### config.mk
export PLATFORM = sky130hd
export DESIGN_NAME = dual_dac_frontend
export DESIGN_NICKNAME = d
export VERILOG_FILES = /design/src/rtl/dacfe_pkg.sv /design/src/rtl/dacfe_sync.sv /design/src/rtl/dacfe_rx.sv /design/src/rtl/dacfe_chan.sv /design/src/rtl/dual_dac_frontend.sv
export SDC_FILE = /design/constraint.sdc
export NUM_CORES = 1
export LEC_CHECK = 0
export ABC_CLOCK_PERIOD_IN_PS = 1770
export CORE_MARGIN = 2
export CORE_UTILIZATION = 40
export CTS_CLUSTER_DIAMETER = 120
export DETAILED_ROUTE_END_ITERATION = 10
export DONT_BUFFER_PORTS = 1
export GPL_TIMING_DRIVEN = 0
export PLACE_DENSITY = 0.66
export REMOVE_ABC_BUFFERS = 1
export SLEW_MARGIN = 20
export SYNTH_ARGS = -nofsm -noshare
export SYNTH_HDL_FRONTEND = slang
export SYNTH_HIERARCHICAL = 1
export SYNTH_SLANG_ARGS = --single-unit
### constraint.sdc
create_clock -name clk -period 1.77 [get_ports clk]
set_input_delay 0.177 -clock clk [delete_from_list [all_inputs] [get_ports clk]]
set_output_delay 0.177 -clock clk [all_outputs]
set_load 0.03 [all_outputs]
### src/rtl/dacfe_pkg.sv
package dacfe_pkg;

    localparam int CODE_W = 12;
    localparam int CFG_W  = 4;
    localparam int WORD_W = CODE_W + CFG_W;
    localparam int CNT_W  = $clog2(WORD_W + 1);

    // bit positions inside a received word
    localparam int SEL_BIT  = WORD_W - 1;
    localparam int BUF_BIT  = WORD_W - 2;
    localparam int GAIN_BIT = WORD_W - 3;
    localparam int ACT_BIT  = WORD_W - 4;

    typedef struct packed {
        logic              bufen;
        logic              gain1x;
        logic              active;
        logic [CODE_W-1:0] code;
    } chan_cfg_t;

    typedef struct packed {
        logic      sel_b;
        chan_cfg_t cfg;
    } dac_cmd_t;

    function automatic dac_cmd_t decode_cmd(input logic [WORD_W-1:0] w);
        dac_cmd_t c;
        c.sel_b      = w[SEL_BIT];
        c.cfg.bufen  = w[BUF_BIT];
        c.cfg.gain1x = w[GAIN_BIT];
        c.cfg.active = w[ACT_BIT];
        c.cfg.code   = w[CODE_W-1:0];
        return c;
    endfunction

endpackage

### src/rtl/dacfe_sync.sv
module dacfe_sync #(
    parameter int          W       = 1,
    parameter int          STAGES  = 2,
    parameter logic [W-1:0] RST_VAL = '0
) (
    input  logic         clk,
    input  logic         rst,
    input  logic [W-1:0] d_i,
    output logic [W-1:0] q_o
);
    logic [W-1:0] stage_q [STAGES];

    always_ff @(posedge clk) begin
        if (rst) stage_q[0] <= RST_VAL;
        else     stage_q[0] <= d_i;
    end

    for (genvar s = 1; s < STAGES; s++) begin : g_stage
        always_ff @(posedge clk) begin
            if (rst) stage_q[s] <= RST_VAL;
            else     stage_q[s] <= stage_q[s-1];
        end
    end

    assign q_o = stage_q[STAGES-1];
endmodule

### src/rtl/dacfe_rx.sv
module dacfe_rx
    import dacfe_pkg::*;
(
    input  logic              clk,
    input  logic              rst,
    input  logic              cs_n_s,
    input  logic              sclk_s,
    input  logic              sdi_s,
    output logic [WORD_W-1:0] word_o,
    output logic              frame_ok_o,
    output logic              frame_abort_o
);
    logic             cs_prev, sclk_prev;
    logic [CNT_W-1:0] bit_cnt;
    logic [WORD_W-1:0] shreg;
    logic             sclk_rise, cs_rise;

    assign sclk_rise = sclk_s & ~sclk_prev;
    assign cs_rise   = cs_n_s & ~cs_prev;

    always_ff @(posedge clk) begin
        if (rst) begin
            cs_prev   <= 1'b1;
            sclk_prev <= 1'b0;
        end else begin
            cs_prev   <= cs_n_s;
            sclk_prev <= sclk_s;
        end
    end

    always_ff @(posedge clk) begin
        if (rst) begin
            bit_cnt <= '0;
            shreg   <= '0;
        end else if (cs_n_s) begin
            bit_cnt <= '0;
        end else if (sclk_rise && bit_cnt < CNT_W'(WORD_W)) begin
            shreg   <= {shreg[WORD_W-2:0], sdi_s};
            bit_cnt <= bit_cnt + 1'b1;
        end
    end

    always_ff @(posedge clk) begin
        if (rst) begin
            frame_ok_o    <= 1'b0;
            frame_abort_o <= 1'b0;
        end else begin
            frame_ok_o    <= cs_rise && (bit_cnt == CNT_W'(WORD_W));
            frame_abort_o <= cs_rise && (bit_cnt != CNT_W'(WORD_W));
        end
    end

    assign word_o = shreg;

    assert_cnt_cap_R5: assert property (@(posedge clk) disable iff (rst)
        bit_cnt <= CNT_W'(WORD_W));

    assert_idle_clear_R2: assert property (@(posedge clk) disable iff (rst)
        (cs_n_s && cs_prev) |-> (bit_cnt == '0));

    assert_pulse_excl_R9: assert property (@(posedge clk) disable iff (rst)
        !(frame_ok_o && frame_abort_o));

    assert_pulse_width_R9: assert property (@(posedge clk) disable iff (rst)
        (frame_ok_o || frame_abort_o) |=> !(frame_ok_o || frame_abort_o));
endmodule

### src/rtl/dacfe_chan.sv
module dacfe_chan
    import dacfe_pkg::*;
#(
    parameter logic CH_SEL = 1'b0
) (
    input  logic      clk,
    input  logic      rst,
    input  dac_cmd_t  cmd_i,
    input  logic      commit_i,
    input  logic      load_n_s,
    output chan_cfg_t out_o
);
    chan_cfg_t in_q, out_q;
    logic      hit;

    assign hit = commit_i && (cmd_i.sel_b == CH_SEL);

    always_ff @(posedge clk) begin
        if (rst)      in_q <= '0;
        else if (hit) in_q <= cmd_i.cfg;
    end

    always_ff @(posedge clk) begin
        if (rst)            out_q <= '0;
        else if (!load_n_s) out_q <= in_q;
    end

    assign out_o = out_q;

    assert_inreg_hold_R6: assert property (@(posedge clk) disable iff (rst)
        !commit_i |=> $stable(in_q));

    assert_out_follow_R7: assert property (@(posedge clk) disable iff (rst)
        !load_n_s |=> (out_q == $past(in_q)));

    assert_out_hold_R7: assert property (@(posedge clk) disable iff (rst)
        load_n_s |=> $stable(out_q));
endmodule

### src/rtl/dual_dac_frontend.sv
module dual_dac_frontend
    import dacfe_pkg::*;
#(
    parameter int SYNC_STAGES = 2
) (
    input  logic              clk,
    input  logic              rst,
    input  logic              cs_n_i,
    input  logic              sclk_i,
    input  logic              sdi_i,
    input  logic              load_n_i,
    output logic [CODE_W-1:0] code_a_o,
    output logic              bufen_a_o,
    output logic              gain1x_a_o,
    output logic              active_a_o,
    output logic [CODE_W-1:0] code_b_o,
    output logic              bufen_b_o,
    output logic              gain1x_b_o,
    output logic              active_b_o,
    output logic              frame_ok_o,
    output logic              frame_abort_o
);
    localparam int NCH = 2;

    logic              cs_n_s, sclk_s, sdi_s, load_n_s;
    logic [WORD_W-1:0] word;
    logic              ok_p, abort_p;
    dac_cmd_t          cmd;
    chan_cfg_t         ch_out [NCH];

    // select and strobe idle high; clock and data reset low
    dacfe_sync #(.W(2), .STAGES(SYNC_STAGES), .RST_VAL(2'b11)) u_sync_ctl (
        .clk(clk), .rst(rst), .d_i({cs_n_i, load_n_i}), .q_o({cs_n_s, load_n_s}));

    dacfe_sync #(.W(2), .STAGES(SYNC_STAGES), .RST_VAL(2'b00)) u_sync_dat (
        .clk(clk), .rst(rst), .d_i({sclk_i, sdi_i}), .q_o({sclk_s, sdi_s}));

    dacfe_rx u_rx (
        .clk(clk), .rst(rst), .cs_n_s(cs_n_s), .sclk_s(sclk_s), .sdi_s(sdi_s),
        .word_o(word), .frame_ok_o(ok_p), .frame_abort_o(abort_p));

    assign cmd = decode_cmd(word);

    for (genvar c = 0; c < NCH; c++) begin : g_ch
        dacfe_chan #(.CH_SEL(1'(c))) u_ch (
            .clk(clk), .rst(rst), .cmd_i(cmd), .commit_i(ok_p),
            .load_n_s(load_n_s), .out_o(ch_out[c]));
    end

    assign code_a_o      = ch_out[0].code;
    assign bufen_a_o     = ch_out[0].bufen;
    assign gain1x_a_o    = ch_out[0].gain1x;
    assign active_a_o    = ch_out[0].active;
    assign code_b_o      = ch_out[1].code;
    assign bufen_b_o     = ch_out[1].bufen;
    assign gain1x_b_o    = ch_out[1].gain1x;
    assign active_b_o    = ch_out[1].active;
    assign frame_ok_o    = ok_p;
    assign frame_abort_o = abort_p;

    assert_reset_shutdown_R8: assert property (@(posedge clk) disable iff (rst)
        $past(rst) |-> (!active_a_o && !active_b_o && code_a_o == '0 && code_b_o == '0));
endmodule

==> results by group <==
Clock network
  • Clock transition at path regs: 0.09 ns
  • Max Root-Sink Buffers: 2
  • Num CTS Buffers: 9
  • Worst skew pair latency: 0.35 ns
  • CTS tree: built
  • Root buffer selected by CTS: clkbuf_8
  • H-tree Lvls: 3
  • Setup Fix Bufs, Post-CTS: 0
  • Clock Sinks: 93

Setup path
  • WP data arrival: 1.83 ns
  • CP max FO: 16
  • CP startpoint kind: flip-flop
  • CP endpoint kind: flip-flop
  • CP Capture Point: u_rx/word_o[2]$_SDFFE_PP0P_
  • Reg2Reg Launch Point: u_rx/bit_cnt[4]$_SDFFE_PP0P_
  • Worst reg2reg path depth: 3
  • Launch point of the worst path: u_rx/bit_cnt[4]$_SDFFE_PP0P_
  • Reg2Reg Setup Slack: 0.17 ns
  • Worst Path Required: 1.99 ns
  • Setup CP Type: reg2reg
  • Reg2reg end: u_rx/word_o[2]$_SDFFE_PP0P_

Logic synthesis
  • Flops & latches, synth: 93
  • Post-synthesis instance total: 354
  • Syn_area_per_cell: 10.2 µm²
  • Post-synth top flop: dfxtp_1
  • EDFF count, synth: 0
  • Synth top area share: 0.514
  • Most frequent cell after synthesis: dfxtp_1
  • Ys Warns: 6
  • Sequential area share after synthesis: 0.514
  • Synth unique cells: 34
  • Asr flop ratio synth: 0
  • Mapped Area: 0.00362 mm²
  • Commonest cells in the netlist: 93 x dfxtp_1, 38 x nor2_1, 33 x nand2_1
  • Leading area contributor after synthesis: dfxtp_1
  • Leading post-synthesis cells by cell area: dfxtp_1 51%, mux2i_1 8.6%, nand4bb_1 4.7%

Route
  • Vias: 2,328
  • Antenna-violating nets left: 0
  • 1st-iter DRT viols: 57
  • Metal2 WL: 3.12 mm
  • Drt pass-1 iters: 4
  • Met3 routed WL: 278 µm
  • Met1 wire length: 3.20 mm
  • DR top layer: met4
  • Detailed Route WL: 6.73 mm
  • Drt wl/cell: 14.4 µm
  • # DRC: 0
  • Vias/cell: 5.00

Final layout
  • Fill cells: 840
  • Ratio of cells with drive above 1 in the final layout: 0.112
  • Storage element area: 0.00187 mm²
  • Multi-input logic area: 0.00156 mm²
  • Ant. Diodes: 0
  • Area growth syn-to-layout: 9.33%
  • # nets final: 361

Placed design
  • Pre-CTS setup slack: 0.191 ns
  • Placer Congestion: 0.660
  • # port buffers: 0
  • DP HPWL: 3.77 mm

STA
  • RSZ-0062 raised after global routing: no
  • Measured slew at the worst slew-check pin: 0.882 ns
  • Setup ws final: 0.169 ns
  • Hold Vio Cnt, Final: 0
  • Slew Limit Fails: 0
  • Slew headroom: 0.409
  • Fmax: 0.624 GHz
  • Final period util: 0.905
  • Min Hold Slack: 0.0234 ns
  • Final setup violation count: 0
  • Setup TNS: 0 ns
  • Period minus WS final: 1.60 ns
  • Final clock skew: 0.00818 ns

Floorplan
  • Die area: 0.00983 mm²
  • Initial Utilization: 0.413
  • Die width: 99.1 µm
  • I/O Pins: 38
  • Rows: 34
  • Total core area: 0.00876 mm²
  • Die H: 99.1 µm

Global routing
  • GR Overflow Total: 0
  • Antenna violations before repair: 0
  • Largest net degree at the start of global routing: 70
  • First-pass GRT wire length: 11.2 mm
  • Gr usage total: 0.143
  • Vias in the first global route: 2,250

Pwr
  • P_leak: 0.00152 µW
  • Power per cell area: 906 mW/mm²
  • Worst VDD drop: 0.327 mV

Job
  • Max-Cap Viols: 0

Worst hold path
  • Worst hold path startpoint: rst
  • Worst Hold Class: in2reg

Status
  • Status: complete, no violations
==> cells in the final DEF (no fill, tap or decap), types with 2 or more instances in the layout <==
| cell type | count |
|---|---|
| clkbuf_8 | 9 |
| o21ai_0 | 4 |
| inv_1 | 3 |
| nand2_1 | 33 |
| ha_1 | 2 |
| mux2i_1 | 31 |
| buf_16 | 3 |
| dfxtp_2 | 2 |
| a21oi_2 | 15 |
| nand2b_1 | 15 |
| nand3_1 | 15 |
| a21oi_1 | 16 |
| clkinv_2 | 3 |
| nor2b_1 | 5 |
| xnor2_1 | 2 |
| or2_1 | 4 |
| a21bo_1 | 15 |
| nor2_1 | 38 |
| dlygate4sd3_1 | 11 |
| dfxtp_1 | 90 |
| nand4bb_1 | 15 |
| o21ai_1 | 11 |
==> stage by stage <==
stage           util  instance area [µm²]  power, µW  instances
4_1_cts        0.451                 3960       3650        466
2_1_floorplan      -                 3430       2200        328
6_report       0.452                 3960       3590        466
5_1_grt        0.452                 3960       3750        466
3_3_place_gp   0.407                 3570       2210        436
3_5_place_dp   0.414                 3630       2210        438
==> state kept, by name, summed over array words and instances, names as in the netlist <==
signal / cells
u_rx/word_o: 16
u_sync_ctl/stage_q: 4
u_rx/frame_abort_o: 1
u_rx/frame_ok_o: 1
u_rx/bit_cnt: 5
u_rx/cs_prev: 1
g_ch.u_ch/out_o: 30
g_ch.u_ch/in_q: 30
u_rx/sclk_prev: 1
u_sync_dat/stage_q: 4
==> worst min-delay path by stage <==
stage	to	slack (ns)	cells after the start
6_report	g_ch[0].u_ch/in_q[8]$_SDFFE_PP0P_	0.02	2
5_1_grt	g_ch[0].u_ch/in_q[1]$_SDFFE_PP0P_	0.004	2
4_1_cts	g_ch[0].u_ch/in_q[8]$_SDFFE_PP0P_	0.006	2
3_5_place_dp	g_ch[1].u_ch/in_q[7]$_SDFFE_PP0P_	0.25	1
3_3_place_gp	u_sync_dat/stage_q[0][0]$_SDFF_PP0_	0.26	1
2_1_floorplan	g_ch[1].u_ch/in_q[0]$_SDFFE_PP0P_	0.24	1
==> repair_timing <==
action                     in CTS  in global routing
setup endpoints to repair       0                  1
hold buffers                   12                  0
gates resized for setup         0                  1
hold endpoints to repair       77                  0
==> layout make-up <==
type | count | area share
Clock inverter | 6 | 0.0158
Inverter | 3 | 0.00285
Timing Repair Buffer | 14 | 0.0487
Multi-Input combinational cell | 232 | 0.394
Sequential cell | 93 | 0.472
Clock buffer | 10 | 0.0322
Tap cell | 108 | 0.0341
==> report_power, final <==
group	switching [µW]	internal (µW)	leakage (µW)
Sequential	12.8	2100	0.000752
Combinational	45.0	48.2	0.000664
Clock	728	654	0.000100
Total	785	2800	0.00152
==> per-layer routing <==
layer	GRT usage	vias up
met1	0.173	1084
li1	-	1198
met2	0.235	35
met3	0.0464	11
met5	0	-
met4	0.0590	0
==> critical path: stages (launching register included) <==
cell,delay (ns)
dfxtp_1,0.38
or4b_1,0.85
nand2_1,0.17
a21oi_1,0.08
==> logic make-up (layout without fill, tap and decap cells) <==
family / count (synthesis) / in the layout / synth area share
adders and majority gates: 2 / 2 / 0.00691
AOI/OAI and AO/OA: 62 / 62 / 0.122
xor gates and xnor gates: 2 / 2 / 0.00484
buffers and inverters: 29 / 33 / 0.0546
muxes: 32 / 32 / 0.0888
and+or+nand+nor: 134 / 134 / 0.208
DFF: 93 / 93 / 0.514
Power figures use the tool's default switching activity.
